## src/rtl/chop_pkg.sv

```systemverilog
package chop_pkg;

  // Action applied to the drive latch at the next clock edge
  typedef enum logic [1:0] {
    CMD_HOLD,
    CMD_SET,
    CMD_TRIP,
    CMD_DROP
  } latch_cmd_e;

  // Bits needed to hold values 0 .. n-1
  function automatic int unsigned cnt_bits(input int unsigned n);
    return (n <= 2) ? 1 : $clog2(n);
  endfunction

  // Priority: missing permission, then period set, then accepted trip
  function automatic latch_cmd_e pick_cmd(input logic allow,
                                          input logic set_now,
                                          input logic trip_ok);
    if (!allow)       return CMD_DROP;
    else if (set_now) return CMD_SET;
    else if (trip_ok) return CMD_TRIP;
    else              return CMD_HOLD;
  endfunction

  // Next latch state for a given command
  function automatic logic apply_cmd(input latch_cmd_e cmd, input logic cur);
    case (cmd)
      CMD_SET:  return 1'b1;
      CMD_TRIP: return 1'b0;
      CMD_DROP: return 1'b0;
      default:  return cur;
    endcase
  endfunction

endpackage

```

## src/rtl/chop_period_gen.sv

```systemverilog
module chop_period_gen #(
  parameter int unsigned DIV_RATIO = 18
) (
  input  logic clk,
  input  logic rst_n,
  output logic period_set
);
  localparam int unsigned CW = chop_pkg::cnt_bits(DIV_RATIO);
  localparam logic [CW-1:0] LAST = CW'(DIV_RATIO - 1);

  logic [CW-1:0] pos_q;

  // Free-running position counter inside the chopping period
  always_ff @(posedge clk) begin
    if (!rst_n)             pos_q <= '0;
    else if (pos_q == LAST) pos_q <= '0;
    else                    pos_q <= pos_q + CW'(1);
  end

  // High in the last cycle of the period; the following edge is the boundary
  assign period_set = (pos_q == LAST);

endmodule

```

## src/rtl/chop_cmp_filter.sv

```systemverilog
module chop_cmp_filter #(
  parameter int unsigned SYNC_STAGES = 2,
  parameter int unsigned BLANK_CYC   = 4
) (
  input  logic clk,
  input  logic rst_n,
  input  logic cmp_raw,
  input  logic period_set,
  output logic trip_sync,
  output logic blank_active
);
  localparam int unsigned BW = chop_pkg::cnt_bits(BLANK_CYC + 1);

  // Synchroniser chain for the asynchronous comparator input
  generate
    if (SYNC_STAGES == 0) begin : g_nosync
      assign trip_sync = cmp_raw;
    end else if (SYNC_STAGES == 1) begin : g_sync1
      logic sync_q;
      always_ff @(posedge clk) begin
        if (!rst_n) sync_q <= 1'b0;
        else        sync_q <= cmp_raw;
      end
      assign trip_sync = sync_q;
    end else begin : g_syncn
      logic [SYNC_STAGES-1:0] sync_q;
      always_ff @(posedge clk) begin
        if (!rst_n) sync_q <= '0;
        else        sync_q <= {sync_q[SYNC_STAGES-2:0], cmp_raw};
      end
      assign trip_sync = sync_q[SYNC_STAGES-1];
    end
  endgenerate

  // Blanking down-counter, reloaded on every period boundary
  logic [BW-1:0] blank_q;
  always_ff @(posedge clk) begin
    if (!rst_n)              blank_q <= '0;
    else if (period_set)     blank_q <= BW'(BLANK_CYC);
    else if (blank_q != '0)  blank_q <= blank_q - BW'(1);
  end

  assign blank_active = (blank_q != '0);

endmodule

```

## src/rtl/chop_drive_latch.sv

```systemverilog
module chop_drive_latch (
  input  logic clk,
  input  logic rst_n,
  input  logic allow,
  input  logic period_set,
  input  logic trip_sync,
  input  logic blank_active,
  output logic latch_q,
  output logic gate_on
);
  import chop_pkg::*;

  logic       trip_ok;
  latch_cmd_e cmd;

  assign trip_ok = trip_sync & ~blank_active;
  assign cmd     = pick_cmd(allow, period_set, trip_ok);

  always_ff @(posedge clk) begin
    if (!rst_n) latch_q <= 1'b0;
    else        latch_q <= apply_cmd(cmd, latch_q);
  end

  // Permission gates the output without waiting for a clock edge
  assign gate_on = latch_q & allow;

endmodule

```

## src/rtl/chop_pwm_ctrl.sv

```systemverilog
module chop_pwm_ctrl #(
  parameter int unsigned DIV_RATIO   = 18,
  parameter int unsigned BLANK_CYC   = 4,
  parameter int unsigned SYNC_STAGES = 2
) (
  input  logic clk,
  input  logic rst_n,
  input  logic enable,
  input  logic phase_req,
  input  logic cmp_trip,
  output logic gate_on
);
  // Internal events, named for the bound checker
  logic period_set;
  logic trip_sync;
  logic blank_active;
  logic latch_q;
  logic allow;

  assign allow = enable & phase_req;

  chop_period_gen #(.DIV_RATIO(DIV_RATIO)) u_period (
    .clk        (clk),
    .rst_n      (rst_n),
    .period_set (period_set)
  );

  chop_cmp_filter #(.SYNC_STAGES(SYNC_STAGES), .BLANK_CYC(BLANK_CYC)) u_filter (
    .clk          (clk),
    .rst_n        (rst_n),
    .cmp_raw      (cmp_trip),
    .period_set   (period_set),
    .trip_sync    (trip_sync),
    .blank_active (blank_active)
  );

  chop_drive_latch u_latch (
    .clk          (clk),
    .rst_n        (rst_n),
    .allow        (allow),
    .period_set   (period_set),
    .trip_sync    (trip_sync),
    .blank_active (blank_active),
    .latch_q      (latch_q),
    .gate_on      (gate_on)
  );

endmodule

```

## config.mk

```make
export PLATFORM = sky130hd
export DESIGN_NAME = chop_pwm_ctrl
export DESIGN_NICKNAME = d
export VERILOG_FILES = /design/src/rtl/chop_pkg.sv /design/src/rtl/chop_period_gen.sv /design/src/rtl/chop_cmp_filter.sv /design/src/rtl/chop_drive_latch.sv /design/src/rtl/chop_pwm_ctrl.sv
export SDC_FILE = /design/constraint.sdc
export NUM_CORES = 1
export LEC_CHECK = 0
export CAP_MARGIN = 20
export CORE_AREA = 4 4 41 43
export DETAILED_ROUTE_END_ITERATION = 7
export DIE_AREA = 0 0 45 47
export PLACE_DENSITY = 0.61
export SLEW_MARGIN = 20
export SYNTH_ARGS = -nofsm -noshare
export SYNTH_HDL_FRONTEND = slang
export SYNTH_SLANG_ARGS = --single-unit
```

## constraint.sdc

```tcl
create_clock -name clk -period 3.5 [get_ports clk]
set_clock_uncertainty 0.05 [all_clocks]
set_input_delay 0.875 -clock clk [delete_from_list [all_inputs] [get_ports clk]]
set_output_delay 0.875 -clock clk [all_outputs]
set_load 0.005 [all_outputs]
```

* Word-level counts from Yosys, hierarchy flattened
Cells that the tools add are included.
** Storage, ports and cells
- Input bits :: 5
- Logic and storage cells :: 27
- Output and inout port bits :: 1
- Register bits after elaboration :: 11
** Cells by class
- Reduce and logical (&&, ||, !) cells :: 5
- Equality and inequality tests :: 4
- Add/sub/neg operators :: 2
- Bitwise operators :: 5
- Muxes and demuxes :: 6
** Operators with widths (count)
- two-way mux 2 bit :: 3
- two-way mux 3 bit :: 2
- adder 5 x 1 -> 5 bit (second input constant) :: 1
- equality test 5 bit (second input constant) :: 1
- equality test 2 bit (second input constant) :: 2
- nonzero test 2 bit :: 2
- OR reduction 2 bit :: 2
- AND 1 bit :: 3
- nonzero test 3 bit :: 1
- subtractor 3 x 1 -> 3 bit (second input constant) :: 1
- equality test 2 x 1 -> 1 bit (second input constant) :: 1
- inverter 1 bit :: 2
- case mux 1 bit (2 select lines) :: 1

* Longest topological paths before layout
Gate-level depths: netlist of run 1.
- Word-level depth :: 9
- Mapped depth :: 6
- Gate-level depth less buffers :: 6

* By module
Synthesis of run 1 repeated with hierarchy kept, for this count alone.
** Second synthesis, totals
- Cell total of the unflattened synthesis :: 52
- Area, all modules :: 539.3 µm²
** Modules (own cells, without submodules)
- chop_period_gen :: sequential area each 100.1 µm², cells each 24, instances 1, area an instance 262.8 µm²
- chop_cmp_filter :: sequential area each 100.1 µm², cells each 22, instances 1, area an instance 220.2 µm²
- chop_drive_latch :: sequential area each 20.0 µm², cells each 5, instances 1, area an instance 50.0 µm²
- chop_pwm_ctrl :: sequential area each 0.0 µm², cells each 1, instances 1, area an instance 6.3 µm²

* Worst setup path after synthesis of run 1
No wires, ideal clock.
- Kind :: input-to-output
- Start point :: in enable
- End point :: out gate_on
- Required time :: 2575 ps
- Setup slack :: 1533 ps
- Arrival :: 1042 ps
- Path buffers :: 0
- Stages on the path :: 1
- Cells stage by stage :: and3_1
** Between the ends
- Longest elaborated chain between the ends :: 2
** RTL lines
- start: declaration :: line chop_pwm_ctrl.sv:8 : input logic enable,
- AND 1 bit :: line chop_pwm_ctrl.sv:20 : assign allow = enable & phase_req;
- AND 1 bit :: line chop_drive_latch.sv:25 : assign gate_on = latch_q & allow;
- end: declaration :: line chop_pwm_ctrl.sv:11 : output logic gate_on
No other way between the ends.

* Worst setup path after layout of run 1
Ends and elaborated chain as after synthesis.

==> run summary, run 1 <==
Status: finished clean
Diodes inserted: 0
Die area: 2120 sq um
Worst-path cell chain: clkdlybuf4s50_1, and3_1, clkdlybuf4s50_1
Row Count: 13
Nets: 66
Top-area cell type share of the netlist area: 41.0%
Placed Cells: 66
Average cell area after synthesis: 11.4 sq um
RSZ-0062 raised after global routing: false
CTS buffer count: 3
Final Cycle Share: 83.4%
CP required: 2570 ps
Synth Cell Area: 537 sq um
Routed Antenna Nets: 0
CTS Buffer Depth: 2
Tot GR Track Use: 9.39%
Fin worst setup slack: 580 ps
Top post-synthesis cells by count: 11 x dfxtp_1, 6 x inv_1, 5 x ha_1, 4 x nor3_1
# DRC: 0
Final WL: 739 um
Setup TNS: 0 ps
# fillers: 124
Switching power: 0.0000884 W
Root buffer cell: clkbuf_4
Non-Filler Instances: 70
Largest net degree at the start of global routing: 10
Worst setup SP type: input port
Die X: 45 um
Clk_lat worst skew: 260 ps
Hold Fails Final Rpt: 0
Initial Utilization: 41.3%
FF/Latch Area: 220 sq um
Largest family of logic cells by synthesized area: simple AND/OR/NAND/NOR gates
Internal power: 0.000222 W
Initial DRC Count: 0
Max_cap viols: 0
XOR/XNOR share of the synthesized area: 3.26%
Total grt overflow: 0
Hold WC Path Type: reg2reg
Cells after Synth: 47
Pre-CTS setup slack: 577 ps
Wire per inst: 10.6 um
DR vias/cell: 4.71
Post-Synth Adder-Cell Area: 11.7%
Vias in the first global route: 320
#FFs+latches synth: 11
Worst-path clk slew: 60 ps
Synth async-reset ratio: 0%
Worst endpoint data arrival time: 1990 ps
Final setup violating endpoints: 0
Final core utilization: 47.7%
Max transition margin: 67.0%
Boundary Pins: 6
Hold Buf Count CTS: 0
Net Sw Frac: 28.5%
Peak supply drop: 0.251 mV
Logic pwr share: 26.3%
Compound-Gate Fraction of Synth Area: 13.8%
Least-Margin Pin Slew: 495 ps
Ranking of synthesized cells by area: dfxtp_1 41%, ha_1 12%, nor4_4 7.9%
I/O Buffers: 5
Crit path kind: in2out
Main synth FF type: dfxtp_1
Slowest stage delay, CP: 490 ps
Cell with the most instances after synthesis: dfxtp_1
Clock power share: 26.9%
Vias post-DR: 330
Area leader, netlist: dfxtp_1
Placer congestion estimate: 0.641
Die H: 47 um
CTS tree: yes
Critical path capture point type: primary output
Crit Path Max Fanout: 2
Worst path most repeated cell: clkdlybuf4s50_1
Flop pwr share: 46.8%
P&R area growth vs syn: 15.6%
Post-synthesis cell type count: 20
Fraction of layout cells with a size suffix above 1: 10.9%
Worst path slowest cell: clkdlybuf4s50_1
First-pass GRT wire length: 1350 um
Post-CTS setup buffer count: 0
P_leak: 0.245 nW
Max-slew violations: 0
Min Tclk post-route: 2920 ps
Mux contribution to synthesized area: 2.10%
H-Tree Depth: 1
Drt first pass iters: 1
P per Cell Area: 500 nW/um^2
Post-synth EDFFs: 0
Post-DP HPWL: 589 um
Sequential-to-total area share from yosys stat: 41.0%
Warning count from the yosys run: 0
Hold Worst Slack: 381 ps
Clock Sinks: 11
Simple-Gate Fraction of Synth Area: 21.9%
Area of the multi-input gates: 283 sq um
Core Area: 1300 sq um
Gates resized, CTS repair: 0
Max Freq: 343 MHz
Initial antenna violation count: 0
Syn_nets: 57
==> area by class of cell <==
class                   instances  area share (%)
repair buffers                  5            8.06
flip-flops and latches         11            35.5
multi-input cells              29            45.6
inverters                       6            3.63
well taps                      15            3.02
clock buffers                   4            4.23
==> power by group through the flow <==
stage          combinational, W  sequential (W)   clock, W
2_1_floorplan         0.0000666        0.000147          0
3_3_place_gp          0.0000810        0.000148          0
3_5_place_dp          0.0000822        0.000148          0
4_1_cts               0.0000832        0.000145  0.0000877
5_1_grt               0.0000908        0.000147  0.0000955
6_report              0.0000816        0.000145  0.0000836
==> path summary, 6_finish.rpt <==
kind | start | end | slack (ps) | cells past startpoint
setup / recovery | enable | gate_on | 580 | 3
hold / removal | u_filter.g_syncn.sync_q[0] | u_filter.g_syncn.sync_q[1] | 380 | 1
setup reg to reg | u_filter.blank_q[1] | u_filter.blank_q[2] | 1940 | 5
hold reg to reg | u_filter.g_syncn.sync_q[0] | u_filter.g_syncn.sync_q[1] | 380 | 1
==> sequential cells by signal (all words and copies together), names as in the netlist <==
| name | count |
|---|---|
| u_period.pos_q | 5 |
| u_filter.blank_q | 3 |
| u_filter.g_syncn.sync_q | 2 |
| u_latch.latch_q | 1 |
==> cells in the final DEF (no fill, tap or decap), types with 2 or more instances in the layout <==
cell type	instances
a21oi_1	2
and2_1	2
and4_1	2
clkbuf_4	3
clkdlybuf4s50_1	5
dfxtp_1	11
ha_1	5
inv_1	6
nor3_1	4
nor4_4	2
o21ai_0	2
==> through the flow <==
stage / total power [W] / instance area (sq um)
2_1_floorplan: 0.000213 / 537
3_3_place_gp: 0.000229 / 594
3_5_place_dp: 0.000230 / 594
4_1_cts: 0.000316 / 621
5_1_grt: 0.000334 / 621
6_report: 0.000310 / 621
==> layer usage <==
metal	share of wire, %	vias to the layer above	GRT usage, %
met5	0	-	0
met4	1.2	0	5.26
met3	6.6	2	5.75
met2	40	6	12.1
met1	52	140	11.8
li1	-	182	-
==> cell families (layout without fill, tap and decap cells) <==
group,Yosys count,count (layout)
simple gates,13,13
xor+xnor,2,2
buf+inv,7,15
mux,1,1
fa+ha+maj,5,5
compound gates,8,8
flops,11,11
==> critical path: cells and delay by family <==
| kind | cells | cell delay [ps] |
|---|---|---|
| AND/OR/NAND/NOR | 1 | 150 |
| buffers and inverters | 2 | 960 |
Power figures use the tool's default switching activity.
==> run 2, diff against run 1 <==
--- a/config.mk
+++ b/config.mk
@@ -9,7 +9,7 @@
 export CORE_AREA = 4 4 41 43
 export DETAILED_ROUTE_END_ITERATION = 7
 export DIE_AREA = 0 0 45 47
-export PLACE_DENSITY = 0.61
+export PLACE_DENSITY = 0.64
 export SLEW_MARGIN = 20
 export SYNTH_ARGS = -nofsm -noshare
 export SYNTH_HDL_FRONTEND = slang
==> constraint.sdc (replaced) <==
create_clock -name clk -period 2.5 [get_ports clk]
set_clock_uncertainty 0.05 [all_clocks]
set_input_delay 0.625 -clock clk [delete_from_list [all_inputs] [get_ports clk]]
set_output_delay 0.625 -clock clk [all_outputs]
set_load 0.005 [all_outputs]
==> run 2 against run 1 <==
Effect of this change:
- sequential power increased by 40%
- sequential cell count is the same
- largest cell class unchanged
- highest routed layer unchanged
- hold slack better by 4.7 ps
- final cell count unchanged
- clock power increased by 47%
- global-route usage increased by 1.7 points
- critical path depth unchanged
- combinational power up 41%
==> run summary, run 2 (synthesized netlist as in run 1, its figures left out) <==
Status: finished clean
Initial antenna violation count: 0
P per Cell Area: 712 nW/um^2
Drt first pass iters: 2
Global route hottest layer: met2
Placer congestion estimate: 0.664
Hold Fails Final Rpt: 0
Final core utilization: 47.7%
I/O Buffers: 5
Routed Antenna Nets: 0
Root buffer cell: clkbuf_4
Worst path most repeated cell: clkdlybuf4s50_1
Most common cell after layout, fill and taps aside: dfxtp_1
Setup TNS: 0 ps
Initial Utilization: 41.3%
Max-slew violations: 0
Min-Delay Startpoint: u_filter.g_syncn.sync_q[0]
Vias post-DR: 357
Final WL: 850 um
Worst-path cell chain: clkdlybuf4s50_1, and3_1, clkdlybuf4s50_1
Diodes inserted: 0
Fin area: 621 sq um
Worst hold stages: 1
Post-DP HPWL: 600 um
Nets: 66
Dpl cell area: 594 sq um
Top Registers: u_period.pos_q: 5 flops, u_filter.blank_q: 3 flops, u_filter.g_syncn.sync_q: 2 flops
RSZ-0062 raised after global routing: false
Total grt overflow: 0
Max Freq: 415 MHz
Clk_lat worst skew: 270 ps
Fraction of layout cells with a size suffix above 1: 10.9%
Worst-case reg-to-reg path depth: 5
Core Area: 1300 sq um
H-Tree Depth: 1
Largest net degree at the start of global routing: 10
RR Endpoint: u_filter.blank_q[2]
Worst-path clk slew: 70 ps
Die area: 2120 sq um
Min Tclk post-route: 2410 ps
Crit Path Max Fanout: 2
Slowest stage delay, CP: 490 ps
Met2 usage: 16.4%
Max_cap viols: 0
Hold Buf Count CTS: 0
Tot GR Track Use: 11.1%
CTS buffer count: 3
Initial DRC Count: 2
Vias in the first global route: 377
CTS Buffer Depth: 2
CP required: 1820 ps
CTS tree: yes
Most flops, register: u_period.pos_q
Wire per inst: 12.1 um
Crit path kind: in2out
# fillers: 137
Hold WC Path Type: reg2reg
Row Count: 13
Final Cycle Share: 96.4%
Max transition margin: 64.1%
DR vias/cell: 5.10
First-pass GRT wire length: 1610 um
Die H: 47 um
Critical path capture point type: primary output
Final setup violating endpoints: 0
# DRC: 0
Worst path slowest cell: clkdlybuf4s50_1
Worst endpoint data arrival time: 1730 ps
Least-Margin Pin Slew: 539 ps
Most frequent cells in the layout: 11 x dfxtp_1, 6 x inv_1, 5 x ha_1, 5 x clkdlybuf4s50_1, 4 x nor3_1
Register-to-register setup slack: 930 ps
Clock Sinks: 11
Largest register FFs: 5
Met1 usage: 12.6%
Gates resized, CTS repair: 0
Die X: 45 um
P&R area growth vs syn: 15.6%
Worst setup SP type: input port
Met3 usage: 5.75%
Hold Worst Slack: 385 ps
Boundary Pins: 6
RR Startpoint: u_filter.blank_q[1]
Peak supply drop: 0.335 mV
P_leak: 0.245 nW
WHS Endpoint: u_filter.g_syncn.sync_q[1]
Power Total: 0.000442 W
Post-CTS setup buffer count: 0
run 2: worst max-delay path by stage:
stage                    from  endpoint  slack (ps)  cells after the start
floorplan              enable   gate_on        1030                      1
global placement       enable   gate_on          90                      3
detailed placement  phase_req   gate_on          80                      3
CTS                 phase_req   gate_on          80                      3
global route        phase_req   gate_on          50                      3
finish                 enable   gate_on          90                      3
run 2: per-layer routing:
layer | wire [um] | up-vias
li1 | - | 181
met3 | 21 | 2
met1 | 417 | 170
met2 | 388 | 4
met5 | 0 | -
met4 | 23 | 0
run 2: power by group:
group          internal [W]  switching (W)  leakage [nW]
Sequential         0.000193      0.0000101        0.0902
Combinational     0.0000557      0.0000591         0.140
Clock             0.0000617      0.0000617        0.0150
run 2: area by class of cell:
cell class	instances	area (sq um)	share of cell area [%]
multi-input combinational	29	283	45.6
sequential	11	220	35.5
timing repair buffer	5	50.0	8.06
clock buffer	4	26.3	4.23
inverter	6	22.5	3.63
tap	15	18.8	3.02
run 2: through the flow:
stage          setup slack [ps]  instances
5_1_grt                    47.5         70
3_3_place_gp               89.3         66
4_1_cts                    79.2         70
6_report                   91.1         70
2_1_floorplan              1030         47
3_5_place_dp               82.6         66
run 2: worst max-delay path: cells and delay by family:
family	cells	cell delay, ps
AND/OR/NAND/NOR	1	150
buffers and inverters	2	960
==> run 3, diff against run 2 <==
--- a/config.mk
+++ b/config.mk
@@ -6,9 +6,9 @@
 export NUM_CORES = 1
 export LEC_CHECK = 0
 export CAP_MARGIN = 20
-export CORE_AREA = 4 4 41 43
+export CORE_AREA = 3 3 40 42
 export DETAILED_ROUTE_END_ITERATION = 7
-export DIE_AREA = 0 0 45 47
+export DIE_AREA = 0 0 43 45
 export PLACE_DENSITY = 0.64
 export SLEW_MARGIN = 20
 export SYNTH_ARGS = -nofsm -noshare
==> constraint.sdc (replaced) <==
create_clock -name clk -period 2.1 [get_ports clk]
set_clock_uncertainty 0.05 [all_clocks]
set_input_delay 0.525 -clock clk [delete_from_list [all_inputs] [get_ports clk]]
set_output_delay 0.525 -clock clk [all_outputs]
set_load 0.005 [all_outputs]
==> run 3 against run 2 <==
Effect of this change:
- critical path depth unchanged
- core utilization increased by 1.2 points
- hold slack about the same
- total power increased by 17%
- clock power increased by 13%
- global-route usage decreased by 0.25 points
- sequential cell count unchanged
- first-iteration DRC count increased by 100%
- routed wire length decreased by 9.8%
- sequential power increased by 19%
- final cell count increased by 1.4%
- critical path type unchanged
- critical endpoint unchanged
- largest cell class unchanged
- largest power group unchanged
==> run summary, run 3 (synthesized netlist as in run 1, its figures left out) <==
Power Total: 0.000516 W
Least-Margin Pin Slew: 494 ps
Boundary Pins: 6
Hold Fails Final Rpt: 0
# fillers: 128
P&R area growth vs syn: 17.0%
Critical path capture point type: primary output
Fin worst setup slack: 152 ps
Core Area: 1280 sq um
Met1 usage: 11.4%
Worst-path cell chain: clkdlybuf4s50_1, and3_1, dlygate4sd2_1
Die area: 1940 sq um
Worst-path clk slew: 70 ps
Logic pwr share: 26.1%
P per Cell Area: 821 nW/um^2
Crit path kind: in2out
WP buf/inv: 2
Max Freq: 513 MHz
Nets: 67
Min Tclk post-route: 1950 ps
Non-Filler Instances: 71
Crit Path Max Fanout: 2
Vias in the first global route: 349
Max-slew violations: 0
Drt first pass iters: 3
Clock power share: 27.0%
Post-DP HPWL: 602 um
Die H: 45 um
Root buffer cell: clkbuf_4
Die X: 43 um
Placed Cells: 67
CTS buffer count: 3
Routed Antenna Nets: 0
Worst path slowest cell: clkdlybuf4s50_1
Post-CTS setup buffer count: 0
Flop pwr share: 46.8%
Fraction of layout cells with a size suffix above 1: 14.3%
Internal power: 0.000367 W
RSZ-0062 raised after global routing: false
CTS tree: yes
Net Sw Frac: 28.8%
P_leak: 0.257 nW
I/O Buffers: 5
CP required: 1520 ps
DR vias/cell: 5.00
Diodes inserted: 0
Worst setup SP type: input port
Met3 usage: 3.59%
Clock Sinks: 11
Most frequent cells in the layout: 11 x dfxtp_1, 6 x inv_1, 5 x ha_1
H-Tree Depth: 1
Row Count: 13
Final core utilization: 48.9%
Most common cell after layout, fill and taps aside: dfxtp_1
Switching power: 0.000148 W
Clk_lat worst skew: 260 ps
Global route hottest layer: met2
Slowest stage delay, CP: 420 ps
Placer congestion estimate: 0.672
Wire per inst: 10.8 um
Hold Worst Slack: 386 ps
Initial Utilization: 41.8%
Worst endpoint data arrival time: 1370 ps
Status: finished clean
Hold WC Path Type: reg2reg
Tot GR Track Use: 10.9%
Largest register FFs: 5
Top Registers: u_period.pos_q: 5 flops, u_filter.blank_q: 3 flops, u_filter.g_syncn.sync_q: 2 flops
Total grt overflow: 0
Max transition margin: 67.1%
Initial DRC Count: 4
Met2 usage: 17.7%
CTS Buffer Depth: 2
Pre-CTS setup slack: -124 ps
# DRC: 0
Final Cycle Share: 92.7%
Peak supply drop: 0.423 mV
Initial antenna violation count: 0
CP top delay family: buffers and inverters
Most flops, register: u_period.pos_q
Final WL: 767 um
Largest net degree at the start of global routing: 10
Max_cap viols: 0
First-pass GRT wire length: 1500 um
Final setup violating endpoints: 0
Vias post-DR: 355
[run 3: what timing repair did]
| item | 4_1_cts | 5_1_grt |
|---|---|---|
| resized for setup | 1 | 0 |
| hold buffers | 0 | 0 |
| hold endpoints to repair | 0 | 0 |
| setup endpoints to repair | 1 | 0 |
[run 3: routing by layer]
metal	wire (um)	share of wire [%]
met1	339	44
met2	396	52
met4	15	2.0
met5	0	0
met3	16	2.1
[run 3: cell type report]
class | instances | area, sq um | area share (%)
Multi-Input combinational cell | 29 | 283 | 45.0
Clock inverter | 1 | 5.00 | 0.797
Clock buffer | 3 | 22.5 | 3.59
Inverter | 6 | 22.5 | 3.59
Sequential cell | 11 | 220 | 35.1
Tap cell | 15 | 18.8 | 2.99
Timing Repair Buffer | 6 | 56.3 | 8.96
[run 3: final timing paths]
| kind | end | cells past startpoint | from | slack, ps |
|---|---|---|---|---|
| worst min-delay path | u_filter.g_syncn.sync_q[1] | 1 | u_filter.g_syncn.sync_q[0] | 390 |
| worst min register to register | u_filter.g_syncn.sync_q[1] | 1 | u_filter.g_syncn.sync_q[0] | 390 |
| worst max register to register | u_filter.blank_q[2] | 5 | u_filter.blank_q[1] | 550 |
| worst max-delay path | gate_on | 3 | enable | 150 |
[run 3: stage by stage]
stage	instance area [sq um]	setup TNS, ps
floorplan	537	0
global placement	602	-110
detailed placement	602	-124
CTS	628	0
global route	628	0
finish	628	0
[run 3: power by group through the flow]
stage	Combinational (W)	Sequential (W)	Clock (W)
after floorplan	0.000111	0.000244	0
after global placement	0.000136	0.000246	0
after detailed placement	0.000137	0.000247	0
after CTS	0.000139	0.000242	0.000148
after global routing	0.000157	0.000244	0.000159
final	0.000135	0.000241	0.000139
[run 3: worst reg2reg max path: cells and delay by family (launching register included)]
kind	cells	cell delay, ps
fa+ha+maj	2	480
flops	1	300
mux	1	360
compound gates	1	160
buf+inv	1	100
